### src/rtl/hub_ctrl_pkg.sv
package hub_ctrl_pkg;

    localparam int unsigned REG_W    = 8;
    localparam int unsigned MST_BIT  = 5;
    localparam int unsigned SPI_BIT  = 4;
    localparam int unsigned FIFO_BIT = 2;
    localparam int unsigned PATH_BIT = 0;

    localparam logic [REG_W-1:0] LIVE_MASK =
        (REG_W'(1) << MST_BIT) | (REG_W'(1) << SPI_BIT) |
        (REG_W'(1) << FIFO_BIT) | (REG_W'(1) << PATH_BIT);
    localparam logic [REG_W-1:0] RSVD_MASK = ~LIVE_MASK;

    typedef enum logic {
        ST_IDLE  = 1'b0,
        ST_PULSE = 1'b1
    } strobe_state_e;

endpackage

### src/rtl/hub_strobe_fsm.sv
module hub_strobe_fsm
    import hub_ctrl_pkg::*;
#(
    parameter int unsigned PULSE_CYCLES = 1,
    parameter bit          ASYNC_ASSERT = 1'b0
) (
    input  logic clk,
    input  logic rst_n,
    input  logic trig,
    output logic busy_o,
    output logic strobe_o
);

    localparam int unsigned CNT_W = (PULSE_CYCLES > 1) ? $clog2(PULSE_CYCLES) : 1;
    localparam logic [CNT_W-1:0] CNT_LAST = CNT_W'(PULSE_CYCLES - 1);

    strobe_state_e state_q, state_d;
    logic [CNT_W-1:0] cnt_q, cnt_d;

    // next-state logic
    always_comb begin
        state_d = state_q;
        cnt_d   = cnt_q;
        unique case (state_q)
            ST_IDLE: begin
                if (trig) begin
                    state_d = ST_PULSE;
                    cnt_d   = '0;
                end
            end
            ST_PULSE: begin
                if (trig) begin
                    cnt_d = '0;
                end else if (cnt_q == CNT_LAST) begin
                    state_d = ST_IDLE;
                end else begin
                    cnt_d = cnt_q + 1'b1;
                end
            end
            default: state_d = ST_IDLE;
        endcase
    end

    // state register
    always_ff @(posedge clk or negedge rst_n) begin
        if (!rst_n) begin
            state_q <= ST_IDLE;
            cnt_q   <= '0;
        end else begin
            state_q <= state_d;
            cnt_q   <= cnt_d;
        end
    end

    // outputs
    always_comb begin
        busy_o = (state_q == ST_PULSE);
    end

    generate
        if (ASYNC_ASSERT) begin : g_async
            assign strobe_o = busy_o | trig;
        end else begin : g_sync
            assign strobe_o = busy_o;
        end
    endgenerate

endmodule

### src/rtl/hub_mode_reg.sv
module hub_mode_reg (
    input  logic clk,
    input  logic rst_n,
    input  logic wr_en,
    input  logic mst_in,
    input  logic spi_in,
    output logic mst_q,
    output logic spi_q
);

    always_ff @(posedge clk or negedge rst_n) begin
        if (!rst_n) begin
            mst_q <= 1'b0;
            spi_q <= 1'b0;
        end else if (wr_en) begin
            mst_q <= mst_in;
            spi_q <= spi_in;
        end
    end

endmodule

### src/rtl/hub_aux_switch.sv
module hub_aux_switch (
    input  logic isolate,
    input  logic host_sda,
    input  logic host_scl,
    output logic aux_sda,
    output logic aux_scl
);

    // isolated lines rest at the released (high) level
    always_comb begin
        if (isolate) begin
            aux_sda = 1'b1;
            aux_scl = 1'b1;
        end else begin
            aux_sda = host_sda;
            aux_scl = host_scl;
        end
    end

endmodule

### src/rtl/hub_ctrl_reg.sv
module hub_ctrl_reg
    import hub_ctrl_pkg::*;
#(
    parameter int unsigned PULSE_CYCLES = 1
) (
    input  logic             clk,
    input  logic             rst_n,
    input  logic             wr_en,
    input  logic [REG_W-1:0] wr_data,
    output logic [REG_W-1:0] rd_data,
    input  logic             host_sda_i,
    input  logic             host_scl_i,
    output logic             aux_sda_o,
    output logic             aux_scl_o,
    output logic             spi_mode_o,
    output logic             aux_mst_en_o,
    output logic             fifo_rst_o,
    output logic             path_rst_o
);

    logic mst_q, spi_q;
    logic fifo_busy, path_busy;
    logic fifo_trig, path_trig;
    logic unused_rsvd;

    assign fifo_trig   = wr_en & wr_data[FIFO_BIT];
    assign path_trig   = wr_en & wr_data[PATH_BIT];
    assign unused_rsvd = ^(wr_data & RSVD_MASK);

    hub_mode_reg u_mode (
        .clk    (clk),
        .rst_n  (rst_n),
        .wr_en  (wr_en),
        .mst_in (wr_data[MST_BIT]),
        .spi_in (wr_data[SPI_BIT]),
        .mst_q  (mst_q),
        .spi_q  (spi_q)
    );

    hub_strobe_fsm #(
        .PULSE_CYCLES (PULSE_CYCLES),
        .ASYNC_ASSERT (1'b1)
    ) u_fifo_strobe (
        .clk      (clk),
        .rst_n    (rst_n),
        .trig     (fifo_trig),
        .busy_o   (fifo_busy),
        .strobe_o (fifo_rst_o)
    );

    hub_strobe_fsm #(
        .PULSE_CYCLES (PULSE_CYCLES),
        .ASYNC_ASSERT (1'b0)
    ) u_path_strobe (
        .clk      (clk),
        .rst_n    (rst_n),
        .trig     (path_trig),
        .busy_o   (path_busy),
        .strobe_o (path_rst_o)
    );

    hub_aux_switch u_aux (
        .isolate  (mst_q),
        .host_sda (host_sda_i),
        .host_scl (host_scl_i),
        .aux_sda  (aux_sda_o),
        .aux_scl  (aux_scl_o)
    );

    always_comb begin
        rd_data           = '0;
        rd_data[MST_BIT]  = mst_q;
        rd_data[SPI_BIT]  = spi_q;
        rd_data[FIFO_BIT] = fifo_busy;
        rd_data[PATH_BIT] = path_busy;
    end

    assign spi_mode_o   = spi_q;
    assign aux_mst_en_o = mst_q;

endmodule

### config.mk
export PLATFORM = sky130hd
export DESIGN_NAME = hub_ctrl_reg
export DESIGN_NICKNAME = d
export VERILOG_FILES = /design/src/rtl/hub_ctrl_pkg.sv /design/src/rtl/hub_strobe_fsm.sv /design/src/rtl/hub_mode_reg.sv /design/src/rtl/hub_aux_switch.sv /design/src/rtl/hub_ctrl_reg.sv
export SDC_FILE = /design/constraint.sdc
export NUM_CORES = 1
export LEC_CHECK = 0
export ABC_AREA = 1
export BUFFER_PORTS_ARGS = -buffer_cell sky130_fd_sc_hd__buf_4
export CORE_AREA = 2 2 39 41
export DETAILED_ROUTE_END_ITERATION = 6
export DIE_AREA = 0 0 41 43
export GPL_TIMING_DRIVEN = 0
export HOLD_SLACK_MARGIN = 0.1
export PLACE_DENSITY_LB_ADDON = 0.12
export SLEW_MARGIN = 25
export SYNTH_ARGS = -nofsm -noshare
export SYNTH_HDL_FRONTEND = slang
export SYNTH_SLANG_ARGS = --single-unit
### constraint.sdc
create_clock -name clk -period 1.1 [get_ports clk]
set_input_delay 0.165 -clock clk [delete_from_list [all_inputs] [get_ports clk]]
set_output_delay 0.165 -clock clk [all_outputs]
set_load 0.02 [all_outputs]
==> results.cfg, run 1 <==
[logic_synthesis]
yosys.cell_types.count = 6
simple_gate_share_of_the_synthesized_area_pct = 20.6
synth-xor-area-share_pct = 0
synth_top_family_by_area = buffers and inverters
yosys_warnings = 0
avgSynthCellArea_um2 = 8.04
syn_inst = 28
ys_ff_latch = 4
post_synth_fa_ha_maj_area_fraction_pct = 0
synth_mux_area_share_pct = 0
share_of_the_synthesized_area_in_compound_gates_ao_oa_aoi_oai_pct = 0
mappedNetlistArea_um2 = 225
netlist.area_leader.share_pct = 44.4
synth.yosys.seq_area_share_pct = 44.4
synth_top_cell_by_area = sky130_fd_sc_hd__dfrtp_1
synthTopCellsByArea = sky130_fd_sc_hd__dfrtp_1, sky130_fd_sc_hd__buf_4, sky130_fd_sc_hd__nand2_1, sky130_fd_sc_hd__inv_1, sky130_fd_sc_hd__or2_1

[floorplanning]
std_cell_rows = 14
chipWidth_um = 41
initial_core_util_pct = 16.3
boundaryPins = 27
design.die.area_um2 = 1760
core_footprint_um2 = 1380
die_y_um = 43

[clocking]
clock_transition_at_the_registers_of_the_reported_paths_ps = 40
numCtsBuffers = 3
clock_tree.root_cell = sky130_fd_sc_hd__clkbuf_4
insertion_delay_ps = 230
cts_max_path_buffers = 2
htree_levels = 1
numClockSinks = 4
cts_tree = yes

[timing]
timing.final.crit_period_ps = 1150
sum_of_negative_setup_slack_ps = -108
finalHoldViolations = 0
hold-worst-slack_ps = 117
fmax_mhz = 866
slew_limit_fails = 0
grt_setup_unrepaired = true
setup_viol_count_final = 2
fin_ws_ps = -55.0
tcrit_tclk_final_pct = 105
clock_skew_ps = 0

[global_routing]
grt.overflow.total = 0
vias_in_the_first_global_route = 222
grtUsageMet3_pct = 1.57
groute.usage.overall_pct = 6.63
grt_util_met1_pct = 4.52
grt_start_max_net_pins = 6
global_route_wire_length_before_repair_um = 724
grt_antenna_before_repair = 0
grt.busiest_layer = met2
grt.met2_usage_pct = 10.6

[cells_and_area]
seqCellArea_um2 = 100
nets = 69
final_design_area_no_fill_um2 = 443
areaGrowthSynthToFinish_pct = 96.7
multi_input_gate_area_in_the_final_layout_um2 = 61.3
final_core_utilization_pct = 32.0
filler_cells = 146
most-common-layout-cells = sky130_fd_sc_hd__buf_4, sky130_fd_sc_hd__nand2_1, sky130_fd_sc_hd__inv_1, sky130_fd_sc_hd__conb_1, sky130_fd_sc_hd__dfrtp_1
insertedDiodeCount = 0
drive_gt1_share_pct = 55.6
leading_cell_type_in_the_layout_fill_and_taps_excluded = sky130_fd_sc_hd__buf_4
final_cells = 70

[placed_design]
port_buffers = 18
hpwl_um = 382
place.detailed.instances = 65
pre_cts_ws_ps = 146
post_dp_cell_area_um2 = 392
finalWeightedCongestion = 0.516

[worst_hold_path]
worst_hold_path_type = in2reg

[detailed_routing]
wirelength_um = 482
detail-route-antenna-nets = 0
drt-wirelength-per-cell_um = 6.89
dr.first_iter.drc_count = 8
dr.pass1.iters = 2
routed-via-count = 231
viasPerCell = 3.30
remaining_drc_errors = 0

[critical_path]
setup.worst_path.class = reg2out
worst-path-max-fanout = 5
element_type_at_the_critical_path_end = output port
worst_ep_arrival_time_ps = 990
timing.critical_path.required_ps = 940
startpoint_type = flop

[pwr]
power_density_nw_per_um2 = 1170
finalPower_mw = 0.517
power.ir.vdd_worst_mv = 0.242
cellLeakagePower_nw = 0.274

[outcome]
violations = negative setup slack
status = finished with violations

[run]
drv.max_cap_violation_count = 0
==> flip-flops by register name, indices dropped and copies added (netlist names) <==
| name | cells |
|---|---|
| u_mode.mst_q | 1 |
| u_path_strobe.busy_o | 1 |
| u_fifo_strobe.busy_o | 1 |
| u_mode.spi_q | 1 |
==> power by group <==
part	switching [mW]	internal [mW]	leakage (nW)	total (mW)
logic	0.0793	0.0915	0.210	0.171
clock network	0.0582	0.122	0.0138	0.180
registers	0.00814	0.158	0.0501	0.166
total	0.146	0.372	0.274	0.517
==> metal layers <==
metal,vias to the layer above,wire (µm)
met5,-,0
met4,0,12
met3,2,56
met2,14,270
met1,96,143
li1,119,-
==> area by class of cell <==
type / count / area share (%)
Multi-Input combinational cell: 15 / 13.8
Timing Repair Buffer: 20 / 37.0
Tap cell: 16 / 4.52
Inverter: 4 / 3.39
Clock buffer: 3 / 5.08
Sequential cell: 4 / 22.6
Buffer: 8 / 13.6
==> cells in the mapped netlist, drive strengths merged <==
| cell type | count |
|---|---|
| or2 | 2 |
| dfrtp | 4 |
| inv | 4 |
| conb | 1 |
| nand2 | 9 |
| buf | 8 |
==> kinds of logic (layout without fill, tap and decap cells) <==
logic type             count (synthesis)  count (layout)
flip-flops                             4               4
AND/OR/NAND/NOR                       11              11
other                                  1               4
buffers and inverters                 12              35
==> critical path, stage by stage (launching register included) <==
cell	delay, ps
sky130_fd_sc_hd__dfrtp_1	400
sky130_fd_sc_hd__or2_1	230
sky130_fd_sc_hd__buf_6	130
==> path summary, 6_finish.rpt <==
check	start	end	slack (ps)	depth (start not counted)
min in group asynchronous	rst_n	u_path_strobe.busy_o	270	2
max in group asynchronous	rst_n	u_mode.spi_q	730	2
hold reg to reg	u_mode.spi_q	u_mode.spi_q	510	2
hold / removal	wr_data[0]	u_path_strobe.busy_o	120	3
setup reg to reg	u_mode.mst_q	u_mode.mst_q	350	3
setup / recovery	u_mode.mst_q	aux_scl_o	-50	2
==> repair_timing <==
action                                  CTS  global route
pin swaps                                 2             0
setup buffers                             1             0
endpoints found under the setup margin    3             3
hold endpoints to repair                  4             0
gates resized for setup                   2             1
hold buffers                              1             0
(Power assumes the default switching activity.)
==> inputs of run 2 (changes only) <==
Settings changed: CAP_MARGIN from default to 20.
Clock period 1.1 ns to 1.2 ns, I/O delays scaled along.
==> run 2 against run 1 <==
- the run now ends clean
- clock power fell by 8%
- routed wire length rose by 0.41%
- worst hold slack improved by 15 ps
==> results.cfg, run 2 (synthesis gave the netlist of run 1 again) <==
[critical_path]
timing.reg2reg.worst_path_depth = 3
worst-path-max-fanout = 5
critical_path.max_stage_delay_ps = 400
startpoint = u_mode.mst_q
worst_ep_arrival_time_ps = 990
setup.worst_path.end = aux_scl_o
timing.critical_path.required_ps = 1020
regToRegStartpoint = u_mode.mst_q
slack_of_the_worst_reg_to_reg_path_ps = 450
path_depth = 2
element_type_at_the_critical_path_end = output port
cp_cell_sequence = or2_1 -> buf_6
critical_path.n_buffers_inverters = 1
slowest_stage_cell_cp = sky130_fd_sc_hd__dfrtp_1
setup.worst_path.class = reg2out
r2r-end = u_mode.mst_q
timing.critical_path.max_delay_family = flip-flops
startpoint_type = flop

[timing]
clock_skew_ps = 0
setup_viol_count_final = 0
timing.final.crit_period_ps = 1170
fin_ws_ps = 30.0
tcrit_tclk_final_pct = 97.5
finalHoldViolations = 0
slew_limit_fails = 0
grt_setup_unrepaired = true
fmax_mhz = 855

[cells_and_area]
leading_cell_type_in_the_layout_fill_and_taps_excluded = sky130_fd_sc_hd__buf_4
filler_cells = 148
seqCellArea_um2 = 100
areaGrowthSynthToFinish_pct = 95.0
final_core_utilization_pct = 31.7
most-common-layout-cells = sky130_fd_sc_hd__buf_4, sky130_fd_sc_hd__nand2_1, sky130_fd_sc_hd__inv_1, sky130_fd_sc_hd__conb_1, sky130_fd_sc_hd__dfrtp_1
drive_gt1_share_pct = 55.6
multi_input_gate_area_in_the_final_layout_um2 = 61.3
nets = 69
insertedDiodeCount = 0

[floorplanning]
die_y_um = 43
design.die.area_um2 = 1760
boundaryPins = 27
core_footprint_um2 = 1380
chipWidth_um = 41
initial_core_util_pct = 16.3
std_cell_rows = 14

[detailed_routing]
top_layer = met4
wire_length_the_detailed_router_placed_on_met1_um = 146
dr.pass1.iters = 2
routed-via-count = 231
detail-route-antenna-nets = 0
dr.first_iter.drc_count = 8
viasPerCell = 3.30
wirelength_um = 484
drt-wirelength-per-cell_um = 6.91
met2RoutedLength_um = 270
remaining_drc_errors = 0
detail_route_met3_wl_um = 54

[worst_hold_path]
worst_hold_path_type = in2reg
min_path_cells = 3

[clocking]
clock_tree.root_cell = sky130_fd_sc_hd__clkbuf_4
insertion_delay_ps = 230
clock_transition_at_the_registers_of_the_reported_paths_ps = 40
numCtsBuffers = 3
htree_levels = 1
numClockSinks = 4
cts_tree = yes
cts_max_path_buffers = 2

[placed_design]
hpwl_um = 382
finalWeightedCongestion = 0.516
pre_cts_ws_ps = 231
port_buffers = 18

[pwr]
power_density_nw_per_um2 = 1070
power.ir.vdd_worst_mv = 0.222
cellLeakagePower_nw = 0.273

[global_routing]
grt_antenna_before_repair = 0
grt_start_max_net_pins = 6
vias_in_the_first_global_route = 222
groute.usage.overall_pct = 6.63
grt.overflow.total = 0
global_route_wire_length_before_repair_um = 724

[run]
drv.max_cap_violation_count = 0

[outcome]
status = finished, final reports clean
-- run 2: cell counts in the layout (fill, tap and decap cells not counted) --
No cell type changed its count.
-- run 2: repair_timing --
action	CTS	global route
hold buffers	1	0
pin swaps	2	0
setup endpoints to repair	2	2
gates cloned	0	0
buffers inserted	1	0
resized for setup	2	0
endpoints found under the hold margin	4	0
-- run 2: per-layer routing --
metal  global-route usage (%)  vias up
li1                         -      119
met1                     4.52       96
met2                     10.6       14
met3                     1.57        2
met4                     10.0        0
met5                        0        -
-- run 2: where the power goes --
group	leakage [nW]	internal [mW]	switching [mW]
combinational	0.209	0.0819	0.0722
clock	0.0138	0.112	0.0533
sequential	0.0501	0.145	0.00746
total	0.273	0.339	0.133
-- run 2: per-stage QoR --
stage | setup TNS [ps] | hold WS [ps] | power (mW) | cell area (µm²) | instances
after floorplan | 0 | -116 | 0.234 | 236 | 31
after global placement | 0 | -21.7 | 0.298 | 392 | 65
after detailed placement | 0 | -23.7 | 0.299 | 392 | 65
after CTS | 0 | 127 | 0.480 | 439 | 70
after global routing | -28.0 | 154 | 0.502 | 439 | 70
final | 0 | 132 | 0.472 | 439 | 70
-- run 2: final cells by class --
cell class / count / area share [%]
Tap cell: 16 / 4.56
Buffer: 8 / 13.7
Sequential cell: 4 / 22.8
Inverter: 4 / 3.42
Clock buffer: 3 / 5.13
Timing Repair Buffer: 20 / 36.5
Multi-Input combinational cell: 15 / 14.0
-- run 2: worst min-delay path by stage --
stage	startpoint	endpoint	slack, ps
CTS	wr_data[0]	u_path_strobe.busy_o	130
floorplan	rst_n	u_fifo_strobe.busy_o	-120
finish	wr_data[0]	u_path_strobe.busy_o	130
global route	wr_data[0]	u_path_strobe.busy_o	150
detailed placement	rst_n	u_path_strobe.busy_o	-20
global placement	rst_n	u_fifo_strobe.busy_o	-20
-- run 2: worst register-to-register path, delay by kind of cell, from the launching register on --
| family | cells | cell delay, ps |
|---|---|---|
| buffers and inverters | 1 | 140 |
| DFF | 1 | 400 |
| and+or+nand+nor | 2 | 90 |
==> inputs of run 3 (changes only) <==
Settings changed: REMOVE_ABC_BUFFERS from default to 1.
==> run 3 against run 2 <==
- sequential power is essentially flat
- via count is 7.4% lower
- maximum frequency fell by 0.54%
- global-route usage grew 0.12 points
==> results.cfg, run 3 (synthesis gave the netlist of run 1 again) <==
[clocking]
insertion_delay_ps = 230
htree_levels = 1
numCtsBuffers = 3
clock_transition_at_the_registers_of_the_reported_paths_ps = 40
cts_tree = yes
numClockSinks = 4
clock_tree.root_cell = sky130_fd_sc_hd__clkbuf_4
cts_max_path_buffers = 2

[detailed_routing]
viasPerCell = 3.40
wirelength_um = 484
dr.pass1.iters = 3
dr.first_iter.drc_count = 1
remaining_drc_errors = 0
drt-wirelength-per-cell_um = 7.68
routed-via-count = 214
detail-route-antenna-nets = 0

[timing]
tcrit_tclk_final_pct = 98.0
fmax_mhz = 850
grt_setup_unrepaired = true
setup_viol_count_final = 0
slew_limit_fails = 0
hold-worst-slack_ps = 131
sum_of_negative_setup_slack_ps = 0
clock_skew_ps = 0
finalHoldViolations = 0
timing.final.crit_period_ps = 1180

[pwr]
cellLeakagePower_nw = 0.236
power_density_nw_per_um2 = 1170
power.ir.vdd_worst_mv = 0.262

[global_routing]
grt.busiest_layer = met2
groute.usage.overall_pct = 6.75
grt_start_max_net_pins = 6
global_route_wire_length_before_repair_um = 710
grt_util_met1_pct = 7.49
grt_antenna_before_repair = 0
grt.overflow.total = 0
grt.met2_usage_pct = 8.13
vias_in_the_first_global_route = 185
grtUsageMet3_pct = 3.14

[worst_hold_path]
worst_hold_path_type = in2reg

[placed_design]
finalWeightedCongestion = 0.571
port_buffers = 18
hpwl_um = 401

[cells_and_area]
filler_cells = 154
most-common-layout-cells = sky130_fd_sc_hd__buf_4, sky130_fd_sc_hd__nand2_1, sky130_fd_sc_hd__inv_1, sky130_fd_sc_hd__conb_1, sky130_fd_sc_hd__dfrtp_1
areaGrowthSynthToFinish_pct = 71.7
insertedDiodeCount = 0
nets = 62
leading_cell_type_in_the_layout_fill_and_taps_excluded = sky130_fd_sc_hd__buf_4
drive_gt1_share_pct = 48.9

[floorplanning]
initial_core_util_pct = 16.3
die_y_um = 43
core_footprint_um2 = 1380
boundaryPins = 27
std_cell_rows = 14
chipWidth_um = 41
design.die.area_um2 = 1760

[critical_path]
worst-path-max-fanout = 5
startpoint_type = flop
element_type_at_the_critical_path_end = output port
slowest_stage_cell_cp = sky130_fd_sc_hd__dfrtp_1
timing.critical_path.required_ps = 1020
cp_cell_sequence = or2_1 -> buf_6
critical_path.max_stage_delay_ps = 400
setup.worst_path.class = reg2out
worst_ep_arrival_time_ps = 1000

[run]
drv.max_cap_violation_count = 0

[outcome]
status = finished, final reports clean
[run 3: cell count changes in the layout (fill, tap and decap cells not counted)]
cell / delta
sky130_fd_sc_hd__buf_4: -7
[run 3: layer usage]
layer | wire length (µm) | up-vias
li1 | - | 107
met1 | 170 | 91
met2 | 246 | 16
met3 | 67 | 0
met4 | 0 | 0
met5 | 0 | -
[run 3: power by group]
group	internal (mW)	leakage (nW)	total, mW	switching (mW)
Combinational	0.0659	0.172	0.135	0.0692
Sequential	0.145	0.0501	0.152	0.00738
Clock	0.112	0.0138	0.167	0.0547
[run 3: final timing paths]
| path | endpoint | slack (ps) | start | cells after the start |
|---|---|---|---|---|
| hold reg to reg | u_mode.spi_q | 500 | u_mode.spi_q | 2 |
| hold / removal | u_path_strobe.busy_o | 130 | wr_data[0] | 3 |
| setup / recovery | aux_scl_o | 20 | u_mode.mst_q | 2 |
| max in group asynchronous | u_fifo_strobe.busy_o | 820 | rst_n | 2 |
| min in group asynchronous | u_path_strobe.busy_o | 280 | rst_n | 2 |
| setup reg to reg | u_mode.mst_q | 450 | u_mode.mst_q | 3 |
[run 3: metrics by stage]
step / instance area (µm²) / std cells / setup WS (ps) / power (mW) / util (%)
6_report: 387 / 63 / 23.7 / 0.454 / 27.9
3_5_place_dp: 332 / 57 / 223 / 0.277 / 24.0
2_1_floorplan: 176 / 23 / 142 / 0.211 / -
4_1_cts: 387 / 63 / 1.74 / 0.467 / 27.9
3_3_place_gp: 332 / 57 / 250 / 0.275 / 24.0
5_1_grt: 387 / 63 / -22.9 / 0.483 / 27.9
[run 3: final cells by class]
type	count	area, µm²	area share (%)
repair buffers	21	168	43.4
flip-flops and latches	4	100	25.9
multi-input cells	15	61.3	15.9
clock buffers	3	22.5	5.83
well taps	16	20.0	5.18
inverters	4	15.0	3.88
[run 3: worst max-delay path, delay by kind of cell (launching register included)]
family,cells,cell delay [ps]
and+or+nand+nor,1,230
DFF,1,400
buffers and inverters,1,130
[run 3: what timing repair did]
item                                   4_1_cts  5_1_grt
resized for setup                            2        0
hold buffers                                 1        0
endpoints found under the hold margin        4        0
buffers inserted                             2        0
pin swaps                                    2        0
setup endpoints to repair                    2        2
